--- config.mk ---
export PLATFORM = sky130hd
export DESIGN_NAME = nvm_guard
export DESIGN_NICKNAME = d
export VERILOG_FILES = /design/src/rtl/nvm_guard_pkg.sv /design/src/rtl/nvm_guard_regs.sv /design/src/rtl/nvm_guard_lock.sv /design/src/rtl/nvm_guard_link.sv /design/src/rtl/nvm_guard.sv
export SDC_FILE = /design/constraint.sdc
export NUM_CORES = 1
export LEC_CHECK = 0
export BUFFER_PORTS_ARGS = -buffer_cell sky130_fd_sc_hd__buf_2
export CAP_MARGIN = 20
export CORE_AREA = 2 2 52 54
export CTS_CLUSTER_SIZE = 20
export DETAILED_ROUTE_END_ITERATION = 16
export DIE_AREA = 0 0 54 56
export PLACE_DENSITY = 0.81
export RECOVER_POWER = 50
export SYNTH_ARGS = -nofsm -noshare
export SYNTH_HDL_FRONTEND = slang
export SYNTH_HIERARCHICAL = 1
export SYNTH_SLANG_ARGS = --single-unit
export TNS_END_PERCENT = 5
--- constraint.sdc ---
create_clock -name clk_i -period 3.6 [get_ports clk_i]
set_clock_uncertainty 0.1 [all_clocks]
set_input_delay 0.36 -clock clk_i [delete_from_list [all_inputs] [get_ports clk_i]]
set_output_delay 0.36 -clock clk_i [all_outputs]
set_load 0.01 [all_outputs]
--- src/rtl/nvm_guard_pkg.sv ---
package nvm_guard_pkg;
  localparam int NBANK  = 4;
  localparam int BANK_W = 2;

  typedef enum logic [BANK_W-1:0] {
    BANK_KPWD = 2'd0,
    BANK_APWD = 2'd1,
    BANK_EPC  = 2'd2,
    BANK_USER = 2'd3
  } bank_e;

  typedef struct packed {
    logic allow;
    logic deny;
    logic fmt;
    logic mute;
  } outcome_t;
endpackage

--- src/rtl/nvm_guard_regs.sv ---
module nvm_guard_regs #(
  parameter int NBANK = 4,
  parameter int NBLK  = 5,
  parameter int NPORT = 2,
  localparam int LOCK_W = 2 * NBANK,
  localparam int PROT_W = LOCK_W + NBLK + 1,
  localparam int CTL_W  = NPORT + 2
) (
  input  logic              clk_i,
  input  logic              rst_ni,
  input  logic              prot_wr_i,
  input  logic [PROT_W-1:0] prot_wdata_i,
  input  logic              ctl_wr_i,
  input  logic [CTL_W-1:0]  ctl_wdata_i,
  input  logic              rf_ok_i,
  input  logic              rf_kill_i,
  input  logic              rf_bpl_i,
  input  logic [NBLK-1:0]   rf_bpl_mask_i,
  output logic [LOCK_W-1:0] lock_q_o,
  output logic [NBLK-1:0]   blk_q_o,
  output logic              kill_q_o,
  output logic [CTL_W-1:0]  ctl_q_o
);
  localparam int BLK_LSB  = LOCK_W;
  localparam int KILL_BIT = LOCK_W + NBLK;
  localparam int BPL_BIT  = NPORT + 1;

  logic [NBLK-1:0] blk_new;
  logic            host_wr;
  logic            bpl_take;

  assign host_wr  = prot_wr_i | ctl_wr_i;
  assign bpl_take = rf_bpl_i & rf_ok_i & ctl_q_o[BPL_BIT] & ~host_wr;

  // block 0 follows the host, the rest only accumulate
  assign blk_new = {blk_q_o[NBLK-1:1] | prot_wdata_i[BLK_LSB+1 +: NBLK-1],
                    prot_wdata_i[BLK_LSB]};

  always_ff @(posedge clk_i or negedge rst_ni) begin
    if (!rst_ni) begin
      lock_q_o <= '0;
      blk_q_o  <= '0;
      kill_q_o <= 1'b0;
      ctl_q_o  <= '0;
    end else begin
      if (prot_wr_i) begin
        lock_q_o <= prot_wdata_i[LOCK_W-1:0];
        blk_q_o  <= blk_new;
        kill_q_o <= prot_wdata_i[KILL_BIT];
      end
      if (ctl_wr_i) ctl_q_o <= ctl_wdata_i;
      if (!host_wr) begin
        if (rf_kill_i && rf_ok_i) kill_q_o <= 1'b1;
        if (bpl_take) blk_q_o <= blk_q_o | rf_bpl_mask_i;
      end
    end
  end

  generate
    for (genvar b = 1; b < NBLK; b++) begin : g_sticky
      p_blk_sticky_r5: assert property (@(posedge clk_i) disable iff (!rst_ni)
        blk_q_o[b] |=> blk_q_o[b]);
    end
  endgenerate

  p_bpl_gated_r7: assert property (@(posedge clk_i) disable iff (!rst_ni)
    (rf_bpl_i && !ctl_q_o[BPL_BIT] && !host_wr) |=> $stable(blk_q_o));

  p_kill_set_r8: assert property (@(posedge clk_i) disable iff (!rst_ni)
    (rf_kill_i && rf_ok_i && !host_wr) |=> kill_q_o);

  p_host_first_r12: assert property (@(posedge clk_i) disable iff (!rst_ni)
    (prot_wr_i && !prot_wdata_i[KILL_BIT]) |=> !kill_q_o);
endmodule

--- src/rtl/nvm_guard_lock.sv ---
module nvm_guard_lock #(
  parameter int NBANK = 4,
  localparam int LOCK_W = 2 * NBANK
) (
  input  logic [LOCK_W-1:0] lock_i,
  input  logic              secured_i,
  output logic [NBANK-1:0]  pass_o
);
  generate
    for (genvar b = 0; b < NBANK; b++) begin : g_bank
      logic [1:0] pair;
      assign pair = lock_i[2*b +: 2];
      // pwd bit clear: open; pwd set + perma clear: secured only; both set: never
      assign pass_o[b] = ~pair[1] | (secured_i & ~pair[0]);
    end
  endgenerate
endmodule

--- src/rtl/nvm_guard_link.sv ---
module nvm_guard_link #(
  parameter int NPORT = 2
) (
  input  logic             clk_i,
  input  logic             rst_ni,
  input  logic             kill_i,
  input  logic             dc_present_i,
  input  logic             dc_en_i,
  input  logic [NPORT-1:0] port_dis_i,
  input  logic [NPORT-1:0] port_act_i,
  output logic [NPORT-1:0] port_en_o,
  output logic             link_ok_o
);
  logic inhibit;

  assign inhibit = kill_i | (dc_present_i & ~dc_en_i);

  generate
    for (genvar p = 0; p < NPORT; p++) begin : g_port
      assign port_en_o[p] = ~inhibit & ~port_dis_i[p] & port_act_i[p];
    end
  endgenerate

  assign link_ok_o = |port_en_o;

  p_kill_first_r9: assert property (@(posedge clk_i) disable iff (!rst_ni)
    kill_i |-> !link_ok_o);

  p_dc_inhibit_r9: assert property (@(posedge clk_i) disable iff (!rst_ni)
    (dc_present_i && !dc_en_i) |-> (port_en_o == '0));
endmodule

--- src/rtl/nvm_guard.sv ---
module nvm_guard
  import nvm_guard_pkg::*;
#(
  parameter int NPORT      = 2,
  parameter int NBLK       = 5,
  parameter int BLK_WORDS  = 32,
  parameter int LAST_WORDS = 8,
  parameter int PTR_W      = 8,
  parameter int CNT_W      = 3,
  localparam int LOCK_W = 2 * NBANK,
  localparam int PROT_W = LOCK_W + NBLK + 1,
  localparam int CTL_W  = NPORT + 2
) (
  input  logic              clk_i,
  input  logic              rst_ni,
  input  logic              prot_wr_i,
  input  logic [PROT_W-1:0] prot_wdata_i,
  input  logic              ctl_wr_i,
  input  logic [CTL_W-1:0]  ctl_wdata_i,
  input  logic              rf_kill_i,
  input  logic              rf_bpl_i,
  input  logic [NBLK-1:0]   rf_bpl_mask_i,
  input  logic              dc_present_i,
  input  logic [NPORT-1:0]  port_act_i,
  input  logic              rf_req_i,
  input  logic [BANK_W-1:0] rf_bank_i,
  input  logic              rf_write_i,
  input  logic              rf_secured_i,
  input  logic [PTR_W-1:0]  rf_ptr_i,
  input  logic [CNT_W-1:0]  rf_cnt_i,
  output logic [LOCK_W-1:0] lock_o,
  output logic [NBLK-1:0]   blk_lock_o,
  output logic              kill_o,
  output logic [CTL_W-1:0]  ctl_o,
  output logic [NPORT-1:0]  port_en_o,
  output logic              link_ok_o,
  output logic              rf_allow_o,
  output logic              rf_deny_o,
  output logic              rf_fmt_err_o,
  output logic              rf_mute_o
);
  localparam int USER_WORDS = (NBLK - 1) * BLK_WORDS + LAST_WORDS;

  logic [NBANK-1:0] pass;
  logic             is_pwd, is_user, lock_ok, blk_hit, range_ok;
  logic             no_resp, bad_fmt;
  outcome_t         res;

  nvm_guard_regs #(.NBANK(NBANK), .NBLK(NBLK), .NPORT(NPORT)) u_regs (
    .clk_i, .rst_ni,
    .prot_wr_i, .prot_wdata_i, .ctl_wr_i, .ctl_wdata_i,
    .rf_ok_i(link_ok_o), .rf_kill_i, .rf_bpl_i, .rf_bpl_mask_i,
    .lock_q_o(lock_o), .blk_q_o(blk_lock_o), .kill_q_o(kill_o), .ctl_q_o(ctl_o)
  );

  nvm_guard_link #(.NPORT(NPORT)) u_link (
    .clk_i, .rst_ni,
    .kill_i(kill_o), .dc_present_i, .dc_en_i(ctl_o[NPORT]),
    .port_dis_i(ctl_o[NPORT-1:0]), .port_act_i,
    .port_en_o, .link_ok_o
  );

  nvm_guard_lock #(.NBANK(NBANK)) u_lock (
    .lock_i(lock_o), .secured_i(rf_secured_i), .pass_o(pass)
  );

  assign is_pwd   = (rf_bank_i == BANK_KPWD) || (rf_bank_i == BANK_APWD);
  assign is_user  = (rf_bank_i == BANK_USER);
  assign lock_ok  = ~(is_pwd | rf_write_i) | pass[rf_bank_i];
  assign range_ok = ~is_user | (int'(rf_ptr_i) < USER_WORDS);

  always_comb begin
    blk_hit = 1'b0;
    for (int b = 0; b < NBLK; b++) begin
      if (blk_lock_o[b] && int'(rf_ptr_i) >= b * BLK_WORDS &&
          int'(rf_ptr_i) < (b + 1) * BLK_WORDS)
        blk_hit = 1'b1;
    end
  end

  assign no_resp = ~link_ok_o | (rf_write_i & (rf_cnt_i == '0));
  assign bad_fmt = rf_write_i & ((int'(rf_cnt_i) > 2) |
                                 ((int'(rf_cnt_i) == 2) & rf_ptr_i[0]));

  always_comb begin
    res = '0;
    if (rf_req_i) begin
      if (no_resp)                                          res.mute  = 1'b1;
      else if (bad_fmt)                                     res.fmt   = 1'b1;
      else if (!lock_ok || !range_ok ||
               (is_user && rf_write_i && blk_hit))          res.deny  = 1'b1;
      else                                                  res.allow = 1'b1;
    end
  end

  assign rf_allow_o   = res.allow;
  assign rf_deny_o    = res.deny;
  assign rf_fmt_err_o = res.fmt;
  assign rf_mute_o    = res.mute;

  p_one_outcome_r11: assert property (@(posedge clk_i) disable iff (!rst_ni)
    rf_req_i |-> $onehot({rf_allow_o, rf_deny_o, rf_fmt_err_o, rf_mute_o}));

  p_idle_quiet_r11: assert property (@(posedge clk_i) disable iff (!rst_ni)
    !rf_req_i |-> !(rf_allow_o || rf_deny_o || rf_fmt_err_o || rf_mute_o));

  p_no_link_mute_r11: assert property (@(posedge clk_i) disable iff (!rst_ni)
    (rf_req_i && !link_ok_o) |-> rf_mute_o);

  p_locked_blk_r6: assert property (@(posedge clk_i) disable iff (!rst_ni)
    (rf_req_i && is_user && rf_write_i && blk_hit) |-> !rf_allow_o);
endmodule

-- Word-level counts from Yosys, hierarchy flattened
Cells that the tools add are included.
- word-level logic and storage cells: 103
- flip-flop bits (word level): 18
- output and inout port bits: 25
- input port bits: 48
- eq/ne operators: 3
- bitwise gates (word level): 44
- order comparisons: 12
- mux-type cells: 20
- reductions and logical operators: 20
- operators by type and width (cell ; number):
    $lt A8 B8 Y1 const B ; 3
    $ge A8 B7 Y1 const B ; 2
    $lt A8 B7 Y1 const B ; 2
    $not A1 Y1 ; 16
    $and A1 B1 Y1 ; 15
    $mux W5 ; 3
    $mux W1 ; 13
    $logic_and A1 B1 Y1 ; 12
    $or A1 B1 Y1 ; 11
    $ge A8 B6 Y1 const B ; 1
    $ge A8 B8 Y1 const B ; 1
    $lt A8 B6 Y1 const B ; 1
    $or A5 B5 Y5 ; 1
    $mux W4 ; 1
    $or A4 B4 Y4 ; 1
    $eq A3 B3 Y1 const B ; 1
    $gt A3 B2 Y1 const B ; 1
    $logic_not A3 Y1 ; 1
    $logic_or A1 B1 Y1 ; 3
    $lt A2 B3 Y1 const B ; 1
    $mux W3 ; 1
    $bmux W1 S2 ; 1
    $eq A2 B1 Y1 const B ; 1
    $eq A2 B2 Y1 const B ; 1
    4 further kinds ; 5

-- Longest topological paths before layout
Gate-level depths: netlist (run 1).
- depth in word-level cells: 13
- mapped depth: 6
- gate-level depth less buffers: 6

-- Modules after synthesis
The synthesis (run 1) kept the hierarchy.
- modules (own cells, without submodules) (module ; area each (um^2) ; times used ; sequential area each (um^2) ; cells each):
    nvm_guard_regs ; 755.7 ; 1 ; 450.4 ; 53
    nvm_guard ; 177.7 ; 1 ; 0.0 ; 24
    nvm_guard_lock ; 38.8 ; 1 ; 0.0 ; 5
    nvm_guard_link ; 36.3 ; 1 ; 0.0 ; 6

-- Worst setup path before layout (run 1)
Ideal clock, no wire load.
- path kind: flip-flop to output port
- from: register u_regs.ctl_q_o[0]
- to: output rf_deny_o
- buffers on the path: 0
- arrival time: 1924 ps
- setup slack: 1216 ps
- cell stages (with the launch flop): 6
- required time: 3140 ps
- cell sequence: dfrtp_1 nand2b_1 a211oi_1 o41a_1 nand2_1 nor3b_1
- word-level cells in the longest chain between the ends: 8
- ends and longest elaborated chain (what ; line ; RTL):
    start: declaration ; nvm_guard_regs.sv:22 ; output logic [CTL_W-1:0] ctl_q_o
    start signal: assignment ; nvm_guard_regs.sv:51 ; if (ctl_wr_i) ctl_q_o <= ctl_wdata_i;
    $not A1 Y1 ; nvm_guard_link.sv:20 ; assign port_en_o[p] = ~inhibit & ~port_dis_i[p] & port_act_i[p];
    $and A1 B1 Y1 (2 in a row) ; nvm_guard_link.sv:20 ;
    $reduce_or A2 Y1 ; nvm_guard_link.sv:24 ; assign link_ok_o = |port_en_o;
    via link_ok_o ; nvm_guard.sv:36 ; output logic link_ok_o,
    $not A1 Y1 ; nvm_guard.sv:81 ; assign no_resp = ~link_ok_o | (rf_write_i & (rf_cnt_i == '0));
    $or A1 B1 Y1 ; nvm_guard.sv:81 ;
    $mux W3 ; nvm_guard.sv:88 ; if (no_resp) res.mute = 1'b1;
    $mux W4 ; nvm_guard.sv:87 ; if (rf_req_i) begin
    end: declaration ; nvm_guard.sv:38 ; output logic rf_deny_o,
The timed path passes the listed nets, and every way through them passes these cells.

-- Worst setup path after layout (run 1)
- from: register u_regs.ctl_q_o[0]
- to: output rf_deny_o
- word-level cells in the longest chain between the ends: 8
- ends and longest elaborated chain (what ; line):
    $not A1 Y1 ; nvm_guard_link.sv:20
    $and A1 B1 Y1 (2 in a row) ; nvm_guard_link.sv:20
    $reduce_or A2 Y1 ; nvm_guard_link.sv:24
    $not A1 Y1 ; nvm_guard.sv:81
    $or A1 B1 Y1 ; nvm_guard.sv:81
    $mux W3 ; nvm_guard.sv:88
    $mux W4 ; nvm_guard.sv:87
Every way passes these cells.

==> results.md, run 1 <==
- Aggregate global-route resource usage: 0.1839
- Worst setup SP type: flip-flop
- Die width: 54 um
- Starting density of the core: 0.4146
- Synthesized cell area: 1008 um2
- Clock transition at path regs: 0.10 ns
- Critical Path Sink Type: output pin
- Mean post-synth cell area: 11.46 um2
- Iteration count of the initial detailed-routing pass: 4
- Total count of hold-check failures in the final report: 0
- Critical path data required time: 3.14 ns
- H-tree levels: 1
- Leak: 0.6813 nW
- Final setup TNS: 0 ns
- Initial antenna violation count: 0
- Detailed placement HPWL: 2162 um
- Gate count of the mapped netlist: 88
- Maximum vdd drop: 191.4 uV
- Power density over the cells: 335.4 nW/um2
- Count of placed standard cells in the final layout, fillers left out: 191
- Wire length per cell: 14.24 um
- Die Y-Extent: 56 um
- Largest buffer count on any clock path: 2
- Vias in the first global route: 940
- Antenna Diode Count: 0
- F_max: 378.6 MHz
- Maxcap violations: 0
- Reg2reg start: u_regs/ctl_q_o[0]
- Period Utilization, post-route: 0.7338
- Most common flop cell mapped by yosys: dfrtp_1
- Final Setup Violations: 0
- Drt via density: 5.183
- Std-Cell Core Area: 2432 um2
- DR vias: 990
- Post-route total power: 0.4729 mW
- Root Buffer: clkbuf_4
- Max stage delay cell, worst path: a211oi_1
- Slack of the worst reg-to-reg path: 1.83 ns
- Run status: complete, no violations
- Series of cell instances along the critical path: nand2b_1, a211oi_1, o41a_1, nand2_1, nor3b_1, buf_2
- Final slew viol count: 0
- Number of cells traversed by the worst register-to-register path: 4
- Port bufs: 70
- Clk sink count: 18
- Placed instance count: 186
- Worst relative slew slack: 0.3645
- Core Rows: 18
- Final-stage net count: 210
- Residual antenna-violating net count after detailed routing: 0
- Number of fillers in the final layout: 211
- Proportion of layout cells with a drive suffix above 1: 0.5714
- Final wirelength: 2720 um
- DR iter-0 viols: 26
- Number of synthesized register bits: 18
- Reg-to-reg endpoint: u_regs/blk_q_o[1]
- Clock Latency Late Sink: 0.28 ns
- Crit-path max cell delay: 0.59 ns
- Maximum fanout along the worst path: 4
- Hold path depth: 2
- CTS Buf Count: 3
- Synth async-reset ratio: 1.000
- P&R area growth vs syn: 39.83%
- Launch point of the worst hold path: prot_wdata_i[4]
- Global-route wire length before repair: 4126 um
- Synth Net Count: 136
- Worst Hold Path EP: u_regs/lock_q_o[4]
- Pin count of the biggest net entering global routing: 19
- Start-to-end type of the worst setup path: reg2out
- Synth unique cells: 31
- EDFF count, synth: 0
- Fraction of the yosys area taken by sequential cells: 0.4467
- Min Clock Period, post-route: 2.642 ns
- Worst-Margin Slew: 0.9533 ns
- Global placement routability congestion: 0.8170
- CP arrival: 2.18 ns
- Overflow after GRT: 0
- RSZ-0062 raised after global routing: no
- Worst min-delay path category: in2reg
- TritonCTS clock tree: done
- Number of placed I/O pins: 73
- DRC violation count after routing: 0
- Full die area: 3024 um2
- Warnings from Yosys: 6
- Number of buffers added for setup after CTS: 0
==> registers in the layout (all words and copies together), names as in the netlist <==
signal	flops
u_regs/kill_q_o	1
u_regs/lock_q_o	8
u_regs/ctl_q_o	4
u_regs/blk_q_o	5
==> metal layers <==
layer  vias up  share of wire  global-route usage
met5         -              0                   0
met3         8          0.068             0.01344
met1       470           0.39              0.2099
met4         0          0.036              0.1036
met2        39           0.51              0.3223
li1        473              -                   -
==> synth_stat cells (all sizes together), types with 2 or more instances <==
| library cell | n | area [um2] |
|---|---|---|
| nor3 | 2 | 10.01 |
| o21ai | 5 | 40.03 |
| a211oi | 2 | 20.02 |
| nor2 | 3 | 11.26 |
| a21oi | 6 | 30.03 |
| nand2 | 7 | 26.28 |
| nand2b | 4 | 40.04 |
| buf | 2 | 22.52 |
| mux2 | 13 | 157.7 |
| nor2b | 3 | 18.77 |
| inv | 3 | 11.26 |
| mux2i | 3 | 30.03 |
| dfrtp | 18 | 450.4 |
| o31ai | 5 | 37.54 |
==> power breakdown <==
part	switching [mW]	internal (mW)
combinational	0.0567	0.0604
clock	0.0611	0.0615
sequential	0.0154	0.218
total	0.133	0.340
==> final cells by class <==
type | instances | area (um2) | share of cell area
Multi-Input combinational cell | 65 | 516.7 | 0.3665
Sequential cell | 18 | 450.4 | 0.3194
Timing Repair Buffer | 71 | 357.8 | 0.2538
Tap cell | 30 | 37.54 | 0.02662
Clock buffer | 4 | 36.28 | 0.02573
Inverter | 3 | 11.26 | 0.007986
==> repair_timing <==
action / in CTS / in global routing
hold endpoints to repair: 18 / 0
hold buffers: 1 / 0
resized for setup: 0 / 0
==> critical path, delay by kind of cell, from the launching register on <==
kind                   cells  cell delay (ns)
AO/OA/AOI/OAI              2             0.89
buffers and inverters      1             0.16
flip-flops                 1             0.41
AND/OR/NAND/NOR            3             0.44
==> layout by cell type (no fill, tap or decap), types with 2 or more instances in the layout <==
master | synthesis | final
buf_2 | 0 | 68
dfrtp_1 | 18 | 18
mux2_2 | 10 | 10
nand2_1 | 7 | 7
a21oi_1 | 6 | 6
o31ai_1 | 5 | 5
o21ai_2 | 4 | 4
nor2_1 | 3 | 3
mux2i_1 | 3 | 3
nor2b_1 | 3 | 3
clkbuf_4 | 0 | 3
inv_1 | 2 | 2
clkbuf_1 | 0 | 2
nand2b_1 | 2 | 2
nor3_1 | 2 | 2
nand2b_4 | 2 | 2
mux2_1 | 0 | 2
==> how the worst max path moves through the flow <==
stage	slack, ns	from	end
after floorplan	1.22	u_regs/ctl_q_o[0]	rf_deny_o
after global placement	1.33	dc_present_i	rf_deny_o
after detailed placement	1.30	dc_present_i	rf_deny_o
after CTS	0.97	u_regs/ctl_q_o[0]	rf_deny_o
after global routing	0.78	u_regs/ctl_q_o[0]	rf_deny_o
final	0.96	u_regs/ctl_q_o[0]	rf_deny_o
==> cells by family (layout without fill, tap and decap cells) <==
group | Yosys count | in the layout | synth area share
DFF | 18 | 18 | 0.4466
AOI/OAI and AO/OA | 23 | 23 | 0.1749
muxes | 16 | 16 | 0.1861
buffers and inverters | 5 | 78 | 0.03350
and+or+nand+nor | 26 | 26 | 0.1588
==> per-stage QoR <==
step | utilization | cell area [um2] | hold WS (ns) | setup WS, ns
after detailed placement | 0.5648 | 1374 | 0.2080 | 1.303
final | 0.5797 | 1410 | 0.1907 | 0.9585
after global placement | 0.5648 | 1374 | 0.2019 | 1.325
after global routing | 0.5797 | 1410 | 0.1756 | 0.7762
after floorplan | - | 1008 | -0.03559 | 1.216
after CTS | 0.5838 | 1420 | 0.1879 | 0.9668
Note: power is estimated with default switching activity, not from simulation.
==> run 2: changes to the inputs <==
CORE_AREA = 2 2 54 56   (was 2 2 52 54)
DIE_AREA = 0 0 56 58   (was 0 0 54 56)
PLACE_DENSITY = 0.76   (was 0.81)
clock period = 2.7 ns   (was 3.6 ns; I/O delays follow)
==> run 2 against run 1 <==
Compared with the run above:
- global-route usage is 0.98 points lower
- total power is 33% higher
- count of clock-buffer cells in the layout unchanged
- routed wire length fell by 2.2%
- highest routed layer unchanged
- clock power grew 33%
- first-iteration DRC count shrank 19%
- sequential power increased by 33%
- setup slack worse by 0.54 ns
==> results.md, run 2 (same netlist as run 1, synthesis figures left out) <==
- DRC violation count after routing: 0 (unchanged)
- CTS Buf Count: 3 (unchanged)
- Pin count of the biggest net entering global routing: 19 (unchanged)
- P&R area growth vs syn: 40.45%
- Maxcap violations: 0 (unchanged)
- Proportion of layout cells with a drive suffix above 1: 0.5741 (+0.002646)
- Worst-Margin Slew: 0.9666 ns (+0.01330 ns)
- Final wirelength: 2661 um (-2.2%)
- Port bufs: 70 (unchanged)
- TritonCTS clock tree: done
- Antenna Diode Count: 0 (unchanged)
- Drt via density: 5.041 (-2.7%)
- Final slew viol count: 0 (unchanged)
- Top register by number of flip-flops: u_regs/lock_q_o
- Critical Path Sink Type: output pin
- Vias in the first global route: 1009 (+7.3%)
- Fin Hold WS: 0.09688 ns (-0.09379 ns)
- Reg-to-reg endpoint: u_regs/blk_q_o[2]
- Reg2reg start: u_regs/ctl_q_o[0]
- Worst relative slew slack: 0.3556 (-0.008864)
- Count of placed standard cells in the final layout, fillers left out: 193 (+1.0%)
- Detailed placement HPWL: 2211 um (+2.3%)
- F_max: 437.6 MHz
- Final setup TNS: 0 ns (unchanged)
- Number of fillers in the final layout: 249 (+18%)
- Period Utilization, post-route: 0.8463
- Power density over the cells: 445.4 nW/um2 (+33%)
- Number of cells traversed by the worst register-to-register path: 5 (+1)
- Launch point of the worst hold path: prot_wdata_i[5]
- Worst Hold Path EP: u_regs/lock_q_o[5]
- Leak: 0.6852 nW (+0.57%)
- Wire length per cell: 13.79 um (-3.2%)
- DR vias: 973 (-1.7%)
- Largest regs: u_regs/lock_q_o (8), u_regs/blk_q_o (5), u_regs/ctl_q_o (4)
- Run status: complete, no violations
- Starting density of the core: 0.3788 (-0.03585)
- DR iter-0 viols: 21 (-19%)
- Worst min-delay path category: in2reg
- Clk sink count: 18 (unchanged)
- Number of flip-flops in the largest register: 8 (unchanged)
- Switching share of power: 0.2815 (about the same)
- Maximum vdd drop: 218.4 uV (+14%)
- Top library cells by usage in the layout, fill and taps aside: 69 x buf_2, 18 x dfrtp_1, 10 x mux2_2
- H-tree levels: 1 (unchanged)
- Initial antenna violation count: 0 (unchanged)
- Comb power frac: 0.249 (about the same)
- Maximum fanout along the worst path: 3 (-1)
- Placed instance count: 188 (+1.1%)
- Clock transition at path regs: 0.10 ns (about the same)
- RSZ-0062 raised after global routing: no
- Largest buffer count on any clock path: 2 (unchanged)
- Worst setup SP type: flip-flop
- CP arrival: 1.92 ns (-0.26 ns)
- Full die area: 3248 um2 (+7.4%)
- Overflow after GRT: 0 (unchanged)
- Aggregate global-route resource usage: 0.1741 (-0.009751)
- Min Clock Period, post-route: 2.285 ns
- Global-route wire length before repair: 4395 um (+6.5%)
- Slack of the worst reg-to-reg path: 1.10 ns (-0.73 ns)
- Part of the power in the clock network: 0.260 (about the same)
- Std-Cell Core Area: 2663 um2 (+9.5%)
- Root Buffer: clkbuf_4
- Switching Power: 0.1776 mW (+33%)
- Critical path data required time: 2.33 ns (-0.81 ns)
- Die Y-Extent: 58 um (+3.6%)
- Number of placed I/O pins: 73 (unchanged)
- Residual antenna-violating net count after detailed routing: 0 (unchanged)
- Total count of hold-check failures in the final report: 0 (unchanged)
- Final Setup Violations: 0 (unchanged)
- Die width: 56 um (+3.7%)
- Global placement routability congestion: 0.7693 (-5.8%)
- Final-stage net count: 211 (+0.48%)
- Core Rows: 19 (+1)
- Sequential share of power: 0.492 (about the same)
- Clock Latency Late Sink: 0.29 ns (about the same)
- Start-to-end type of the worst setup path: reg2out
- Iteration count of the initial detailed-routing pass: 4 (unchanged)
- Most frequent standard cell in the layout excluding fill and tap cells: buf_2
- Internal power of the cells: 0.4533 mW (+33%)
- Hold path depth: 2 (unchanged)
-- run 2: cell count changes in the layout (fill, tap and decap cells not counted), sizes merged --
cell	before	now
buf	68	70
clkbuf	6	5
-- run 2: final cells by class --
| class | instances | area [um2] | area share |
|---|---|---|---|
| multi-input combinational | 65 | 513.0 | 0.3622 |
| sequential | 18 | 450.4 | 0.3180 |
| timing repair buffer | 72 | 366.6 | 0.2588 |
| tap | 31 | 38.79 | 0.02739 |
| clock buffer | 4 | 36.28 | 0.02562 |
| inverter | 3 | 11.26 | 0.007951 |
-- run 2: critical path, cell delays in order, from the launching register on --
cell and delay, ns:
dfrtp_1 0.40, nand2b_1 0.17, a211oi_1 0.32, o41a_1 0.24, nand2_1 0.08, nor3b_1 0.23, buf_2 0.18
-- run 2: timing repair --
action | in CTS | in global routing
endpoints found under the hold margin | 18 | 0
buffers inserted | 0 | 0
hold buffers | 1 | 0
resized for setup | 0 | 0
-- run 2: metrics by stage --
step	power [mW]	setup slack [ns]	instance area [um2]	util
finish	0.6309	0.4149	1416	0.5320
detailed placement	0.4770	0.7228	1383	0.5193
global route	0.6695	0.1789	1416	0.5320
CTS	0.6433	0.3781	1429	0.5367
floorplan	0.3958	0.4057	1008	-
global placement	0.4696	0.8255	1383	0.5193
-- run 2: worst max path at each step --
stage	slack, ns	to	startpoint	cells after the start
6_report	0.41	rf_deny_o	u_regs/ctl_q_o[0]	6
5_1_grt	0.18	rf_deny_o	u_regs/ctl_q_o[0]	6
4_1_cts	0.38	rf_deny_o	u_regs/ctl_q_o[0]	6
3_5_place_dp	0.72	rf_deny_o	u_regs/ctl_q_o[0]	6
3_3_place_gp	0.83	rf_deny_o	u_regs/ctl_q_o[0]	6
2_1_floorplan	0.41	rf_deny_o	u_regs/ctl_q_o[0]	5
-- run 2: power groups by stage --
stage | Clock (mW) | Combinational (mW) | Sequential, mW
2_1_floorplan | 0 | 0.0722 | 0.324
3_3_place_gp | 0 | 0.156 | 0.314
3_5_place_dp | 0 | 0.161 | 0.316
4_1_cts | 0.170 | 0.163 | 0.310
5_1_grt | 0.184 | 0.172 | 0.314
6_report | 0.164 | 0.157 | 0.310
-- run 2: routing by layer --
layer / routed length, um / up-vias / GRT usage / part of all wire
li1: - / 476 / - / -
met1: 1067 / 463 / 0.1980 / 0.40
met2: 1455 / 32 / 0.3227 / 0.55
met3: 118 / 2 / 0.03571 / 0.044
met4: 19 / 0 / 0.06463 / 0.0071
met5: 0 / - / 0 / 0
